$ cat src/rtl/cch_pkg.sv
package cch_pkg;
  localparam logic [7:0] OP_TBL_RD = 8'd1;
  localparam logic [7:0] OP_TBL_WR = 8'd2;
  localparam logic [7:0] OP_CNT_RD = 8'd3;
  localparam logic [7:0] OP_OPT_WR = 8'd4;

  localparam logic [1:0] ST_OK    = 2'd0;
  localparam logic [1:0] ST_BADOP = 2'd2;

  typedef struct packed {
    logic passCell;
    logic fwdCell;
    logic tblRd;
    logic tblWr;
    logic cntRd;
    logic optWr;
    logic badOp;
  } cchStrobe_t;
endpackage

$ cat src/rtl/cch_ctl.sv
module cch_ctl
  import cch_pkg::*;
#(
  parameter int VPI_W  = 8,
  parameter int VCI_W  = 16,
  parameter int PORT_W = 4,
  parameter logic [VPI_W-1:0] CTL_VPI = '0,
  parameter logic [VCI_W-1:0] CTL_VCI = VCI_W'(31)
) (
  input  logic              cellValid,
  input  logic [VPI_W-1:0]  cellVpi,
  input  logic [VCI_W-1:0]  cellVci,
  input  logic              ctlEnable,
  input  logic [PORT_W-1:0] portId,
  input  logic [7:0]        opCode,
  input  logic [7:0]        targetPort,
  output cchStrobe_t        strobe
);
  logic isCmd;
  logic isLocal;

  always_comb begin
    isCmd   = cellValid && ctlEnable && (cellVpi == CTL_VPI) && (cellVci == CTL_VCI);
    isLocal = (targetPort == 8'(portId));
    strobe          = '0;
    strobe.passCell = cellValid && !isCmd;
    strobe.fwdCell  = isCmd && !isLocal;
    if (isCmd && isLocal) begin
      case (opCode)
        OP_TBL_RD: strobe.tblRd = 1'b1;
        OP_TBL_WR: strobe.tblWr = 1'b1;
        OP_CNT_RD: strobe.cntRd = 1'b1;
        OP_OPT_WR: strobe.optWr = 1'b1;
        default:   strobe.badOp = 1'b1;
      endcase
    end
  end
endmodule

$ cat src/rtl/cch_dp.sv
module cch_dp
  import cch_pkg::*;
#(
  parameter int NUM_VC = 32,
  parameter int CNT_W  = 32,
  parameter int TS_W   = 32,
  parameter int VCI_W  = 16,
  parameter int PORT_W = 4,
  parameter int OPT_W  = 8,
  parameter int RSP_W  = 32,
  localparam int IDX_W   = $clog2(NUM_VC),
  localparam int ENTRY_W = 1 + PORT_W + VCI_W
) (
  input  logic               clk,
  input  logic               rstN,
  input  cchStrobe_t         strobe,
  input  logic [IDX_W-1:0]   idx,
  input  logic               cntSel,
  input  logic [IDX_W-1:0]   dataIdx,
  input  logic [ENTRY_W-1:0] entryIn,
  input  logic [OPT_W-1:0]   optIn,
  input  logic [7:0]         fwdPortIn,
  output logic               passValid,
  output logic               fwdValid,
  output logic [7:0]         fwdPort,
  output logic               rspValid,
  output logic [1:0]         rspStatus,
  output logic [RSP_W-1:0]   rspData,
  output logic [TS_W-1:0]    rspStamp,
  output logic [OPT_W-1:0]   optReg
);
  logic [NUM_VC-1:0][ENTRY_W-1:0] tblFlat;
  logic [NUM_VC-1:0][CNT_W-1:0]   cntFlat;
  logic [CNT_W-1:0] linkCnt;
  logic [TS_W-1:0]  timeNow;
  logic [RSP_W-1:0] rdData;
  logic [1:0]       stNext;
  logic             anyRsp;

  for (genvar i = 0; i < NUM_VC; i++) begin : g_vc
    logic [ENTRY_W-1:0] entry;
    logic [CNT_W-1:0]   count;
    always_ff @(posedge clk or negedge rstN) begin
      if (!rstN) begin
        entry <= '0;
        count <= '0;
      end else begin
        if (strobe.tblWr && idx == IDX_W'(i)) entry <= entryIn;
        if (strobe.passCell && dataIdx == IDX_W'(i)) count <= count + 1'b1;
      end
    end
    assign tblFlat[i] = entry;
    assign cntFlat[i] = count;
  end

  always_comb begin
    rdData = '0;
    stNext = ST_OK;
    anyRsp = strobe.tblRd | strobe.tblWr | strobe.cntRd | strobe.optWr | strobe.badOp;
    if (strobe.tblRd)      rdData = RSP_W'(tblFlat[idx]);
    else if (strobe.tblWr) rdData = RSP_W'(entryIn);
    else if (strobe.cntRd) rdData = cntSel ? RSP_W'(linkCnt) : RSP_W'(cntFlat[idx]);
    else if (strobe.optWr) rdData = RSP_W'(optIn);
    if (strobe.badOp) stNext = ST_BADOP;
  end

  always_ff @(posedge clk or negedge rstN) begin
    if (!rstN) begin
      passValid <= 1'b0;
      fwdValid  <= 1'b0;
      fwdPort   <= '0;
      rspValid  <= 1'b0;
      rspStatus <= ST_OK;
      rspData   <= '0;
      rspStamp  <= '0;
      timeNow   <= '0;
      linkCnt   <= '0;
      optReg    <= '0;
    end else begin
      passValid <= strobe.passCell;
      fwdValid  <= strobe.fwdCell;
      fwdPort   <= fwdPortIn;
      rspValid  <= anyRsp;
      rspStatus <= stNext;
      rspData   <= rdData;
      rspStamp  <= timeNow;
      timeNow   <= timeNow + 1'b1;
      if (strobe.passCell) linkCnt <= linkCnt + 1'b1;
      if (strobe.optWr)    optReg  <= optIn;
    end
  end
endmodule

$ cat src/rtl/ctl_cell_handler.sv
module ctl_cell_handler
  import cch_pkg::*;
#(
  parameter int NUM_VC = 32,
  parameter int CNT_W  = 32,
  parameter int TS_W   = 32,
  parameter int VPI_W  = 8,
  parameter int VCI_W  = 16,
  parameter int PORT_W = 4,
  parameter int OPT_W  = 8
) (
  input  logic              clk,
  input  logic              rstN,
  input  logic              ctlEnable,
  input  logic [PORT_W-1:0] portId,
  input  logic              cellValid,
  input  logic [VPI_W-1:0]  cellVpi,
  input  logic [VCI_W-1:0]  cellVci,
  input  logic [63:0]       cellPayload,
  output logic              passValid,
  output logic              fwdValid,
  output logic [7:0]        fwdPort,
  output logic              rspValid,
  output logic [1:0]        rspStatus,
  output logic [31:0]       rspData,
  output logic [TS_W-1:0]   rspStamp,
  output logic [OPT_W-1:0]  optReg
);
  localparam int IDX_W   = $clog2(NUM_VC);
  localparam int ENTRY_W = 1 + PORT_W + VCI_W;

  cchStrobe_t strobe;
  logic [7:0]  opByte;
  logic [7:0]  tgtByte;
  logic [7:0]  idxByte;
  logic [31:0] argWord;
  logic        unusedBits;

  assign opByte     = cellPayload[7:0];
  assign tgtByte    = cellPayload[15:8];
  assign idxByte    = cellPayload[23:16];
  assign argWord    = cellPayload[55:24];
  assign unusedBits = ^{cellPayload[63:56], idxByte[6:IDX_W], argWord[31:ENTRY_W],
                        cellVci[VCI_W-1:IDX_W]};

  cch_ctl #(.VPI_W(VPI_W), .VCI_W(VCI_W), .PORT_W(PORT_W)) u_ctl (
    .cellValid (cellValid),
    .cellVpi   (cellVpi),
    .cellVci   (cellVci),
    .ctlEnable (ctlEnable),
    .portId    (portId),
    .opCode    (opByte),
    .targetPort(tgtByte),
    .strobe    (strobe)
  );

  cch_dp #(.NUM_VC(NUM_VC), .CNT_W(CNT_W), .TS_W(TS_W), .VCI_W(VCI_W),
           .PORT_W(PORT_W), .OPT_W(OPT_W), .RSP_W(32)) u_dp (
    .clk      (clk),
    .rstN     (rstN),
    .strobe   (strobe),
    .idx      (idxByte[IDX_W-1:0]),
    .cntSel   (idxByte[7]),
    .dataIdx  (cellVci[IDX_W-1:0]),
    .entryIn  (argWord[ENTRY_W-1:0]),
    .optIn    (argWord[OPT_W-1:0]),
    .fwdPortIn(tgtByte),
    .passValid(passValid),
    .fwdValid (fwdValid),
    .fwdPort  (fwdPort),
    .rspValid (rspValid),
    .rspStatus(rspStatus),
    .rspData  (rspData),
    .rspStamp (rspStamp),
    .optReg   (optReg)
  );
endmodule

$ cat config.mk
export PLATFORM = sky130hd
export DESIGN_NAME = ctl_cell_handler
export DESIGN_NICKNAME = d
export VERILOG_FILES = /design/src/rtl/cch_pkg.sv /design/src/rtl/cch_ctl.sv /design/src/rtl/cch_dp.sv /design/src/rtl/ctl_cell_handler.sv
export SDC_FILE = /design/constraint.sdc
export NUM_CORES = 2
export LEC_CHECK = 0
export BUFFER_PORTS_ARGS = -buffer_cell sky130_fd_sc_hd__clkbuf_2
export CAP_MARGIN = 20
export CORE_MARGIN = 8
export CORE_UTILIZATION = 35
export DETAILED_ROUTE_END_ITERATION = 6
export GPL_TIMING_DRIVEN = 0
export PLACE_DENSITY = 0.61
export SLEW_MARGIN = 25
export SYNTH_ARGS = -nofsm -noshare
export SYNTH_HDL_FRONTEND = slang
export SYNTH_HIERARCHICAL = 1
export SYNTH_SLANG_ARGS = --single-unit
$ cat constraint.sdc
create_clock -name clk -period 2.46 [get_ports clk]
set_input_delay 0.369 -clock clk [delete_from_list [all_inputs] [get_ports clk]]
set_output_delay 0.369 -clock clk [all_outputs]
set_load 0.005 [all_outputs]
==> flow_summary.toml <==
[global_route]
antenna_found_initial = 15
gr-total-overflow = 0
grt_max_degree = 93
grt_usage = 0.2399
first_global_vias = 64610
grt_pass1_wl_mm = 475.2

[power]
ir_drop_uv = 649.5
p_per_area_nw_per_um2 = 633.5
p_leak_uw = 0.04905

[routing]
wl_met2_mm = 147.1
m1WireLength_mm = 131.7
dr.pass1.iters = 7
drt_iter0_drc = 6920
route.met3.wl_mm = 28.86
via_count = 64650
drc = 1
post_drt_wl_per_cell_um = 29.75
drt_wl_total_mm = 334.7
highest_layer = "met5"
drtAntennaViolNets = 0
routed_via_density = 5.747

[clock_tree]
insertion_delay_ns = 0.88
htree_levels = 4
cts_root_buf = "clkbuf_16"
clk_path_buf_depth = 3
clk_pin_slew_ns = 0.06
numCtsBuffers = 198
cts_tree = "yes"
clock-sinks = 1844

[timing]
period_needed_ns = 2.668
slew_viol_final = 0
tightest_slew_ns = 1.168
rsz0062_at_grt = "true"
fin_skew_ns = 0.04711
hold_viol = 0
max-slew-margin-rel = 0.2199
fmax_ghz = 0.3748
period_share = 1.085
worst_slack_ns = -0.2081
fin_setup_tns_ns = -4.503
setup_viol_count_final = 37

[final_layout]
seq_area_um2 = 46150
fillers = 23320
syn2layout_area_growth_pct = 18.48
nets = 7837
drive_above_1_share = 0.2782
layoutNonFillerInstCount = 11250
multiInputGateArea_um2 = 43130

[logic_synthesis]
avgSynthCellArea_um2 = 12.43
synth_warnings = 6
synthCells = 7213
ys.flop_type = "dfrtp_1"
synth_edf_count = 0
synth_seq_cells = 1844
synth-seq-area-share = 0.5148
async_reset_ff_frac = 1.000
syn_nets = 7343
netlist_area_um2 = 89630
ys_types = 75

[setup_path]
r2r_start = "u_dp/g_vc[6].count[9]"
crit_path_start_kind = "input port"
worstRegToRegCells = 5
cp_max_fo = 10
cp.required_ns = 3.11
rrSetupSlack_ns = -0.13
critPathKind = "in2reg"
cp-end-kind = "flip-flop"
rr_endpoint = "u_dp/rspData[9]"
critical_path_arrival_ns = 3.32

[place]
routabilityCongestion = 0.9955
placed_cells = 10770
port_buffers = 157
hpwl_mm = 244.4

[die]
chipWidth_um = 522.1
core_area_um2 = 254400
rows = 185
dieArea_um2 = 272500
start_util = 0.3523
io_pins = 181
die_h_um = 522.1

[min_path]
min_path_type = "in2async"

[run_status]
status = "complete, but fails checks"
failed_checks = "design-rule violations, negative setup slack"

[job]
drv_cap = 0
-- power breakdown --
group	total, µW	internal, µW	switching, µW
Combinational	4850	1590	3260
Clock	30800	17800	13000
Sequential	31600	30900	769
-- flip-flops by register name (all words and copies together), names as in the netlist --
| signal | cells |
|---|---|
| u_dp/g_vc.entry | 672 |
| u_dp/optReg | 8 |
| u_dp/fwdValid | 1 |
| u_dp/timeNow | 32 |
| u_dp/rspStamp | 32 |
| u_dp/passValid | 1 |
| u_dp/fwdPort | 8 |
| u_dp/rspValid | 1 |
| u_dp/g_vc.count | 1024 |
| u_dp/rspStatus | 1 |
| u_dp/linkCnt | 32 |
| u_dp/rspData | 32 |
-- repair_timing --
item	CTS	global route
setup buffers	40	40
gates resized for setup	431	70
endpoints found under the setup margin	887	472
cloned	3	1
hold buffers	27	0
pin swaps	52	57
hold endpoints to repair	140	0
-- worst max path at each step --
| stage | endpoint | slack (ns) | startpoint | cells past startpoint |
|---|---|---|---|---|
| detailed placement | u_dp/rspData[15] | -2.87 | cellPayload[16] | 10 |
| finish | u_dp/rspData[15] | -0.21 | cellPayload[18] | 9 |
| global placement | u_dp/rspData[3] | -44.79 | rstN | 1 |
| floorplan | u_dp/g_vc[27].count[8] | -0.18 | cellVci[8] | 13 |
| global route | u_dp/g_vc[26].count[31] | -0.12 | cellVci[4] | 13 |
| CTS | u_dp/rspData[15] | -0.13 | cellVpi[6] | 13 |
-- through the flow --
| stage | total power, µW | utilization | setup WS, ns | area, µm² | hold WS, ns |
|---|---|---|---|---|---|
| finish | 67280 | 0.4175 | -0.2081 | 106200 | 0.03855 |
| global route | 69310 | 0.4174 | -0.1221 | 106200 | 0.04179 |
| CTS | 67700 | 0.4148 | -0.1256 | 105500 | 0.02727 |
| detailed placement | 36620 | 0.3798 | -2.874 | 96610 | 0.3668 |
| global placement | 36190 | 0.3762 | -44.79 | 95700 | 0.3629 |
| floorplan | 33930 | - | -0.1780 | 90700 | 0.07341 |
-- synthesized netlist by cell type (13+ instances only) --
master	count	area, µm²
or2_2	13	81.33
mux2_2	706	7950
nor3_2	13	130.1
nand2_1	490	1839
clkbuf_1	166	623.1
or3_1	16	100.1
mux4_2	333	7500
or4_1	13	97.59
nor2b_1	23	143.9
xor2_1	413	3617
o22ai_1	45	281.5
a22oi_1	119	893.4
xnor2_1	645	5649
and4_1	108	945.9
o21ai_0	41	205.2
nor3_1	136	680.7
dfrtp_1	1844	46140
ha_1	34	425.4
nor4_1	54	337.8
buf_4	19	142.6
and2_1	42	262.8
nor4_2	18	225.2
o221ai_1	28	245.2
buf_1	24	90.09
a21oi_1	26	130.1
nand4_1	284	1777
nand3_1	351	1757
nor2_1	382	1434
inv_1	130	488.0
and3_1	162	1013
buf_2	157	785.8
o211ai_1	20	150.1
mux2i_1	198	1982
a22o_1	32	280.3
-- logic make-up (layout without fill, tap and decap cells) --
logic type,after synthesis,after routing,share of synthesized area
adders and majority gates,34,34,0.004746
DFF,1844,1844,0.5148
other,1,16,0.00004184
buffers and inverters,497,1153,0.02388
and+or+nand+nor,2172,2172,0.1288
xor gates and xnor gates,1058,1058,0.1034
muxes,1237,1237,0.1945
AOI/OAI and AO/OA,370,370,0.02989
-- layout make-up --
type,count,share of cell area
antenna,15,0.0003535
buffer,363,0.02690
clock buffer,298,0.05552
clock inverter,64,0.007493
inverter,130,0.004595
multi-input combinational,4872,0.4061
sequential,1844,0.4346
tap,3366,0.03966
timing repair buffer,298,0.02479
-- critical path, stage by stage --
cell and delay [ns]:
clkbuf_4 0.21, buf_6 0.24, and2_2 0.37, clkbuf_4 0.38, clkbuf_4 0.31, a22oi_1 0.35, nand2_2 0.23, a22oi_2 0.46
o211ai_1 0.33
-- per-layer routing --
layer  GRT usage  vias up
met5           0        -
met4      0.1583        2
met3     0.05603      852
met2      0.3617     2848
met1      0.3089    33870
li1            -    27080
-- placed cells by master, fill, tap and decap left out, types with 54 or more instances in the layout --
cell	count
clkbuf_16	203
mux2i_1	182
mux2_4	79
nor2_1	352
clkbuf_8	66
nand3_1	336
xor2_1	413
dfrtp_1	1837
inv_1	130
nand2_1	474
mux4_2	333
clkbuf_2	181
nand4_1	284
buf_2	54
nor3_1	101
a22oi_1	81
xnor2_1	645
clkbuf_1	140
and4_1	106
mux2_2	627
and3_1	154
buf_4	133
Note: power is estimated with default switching activity, not from simulation.
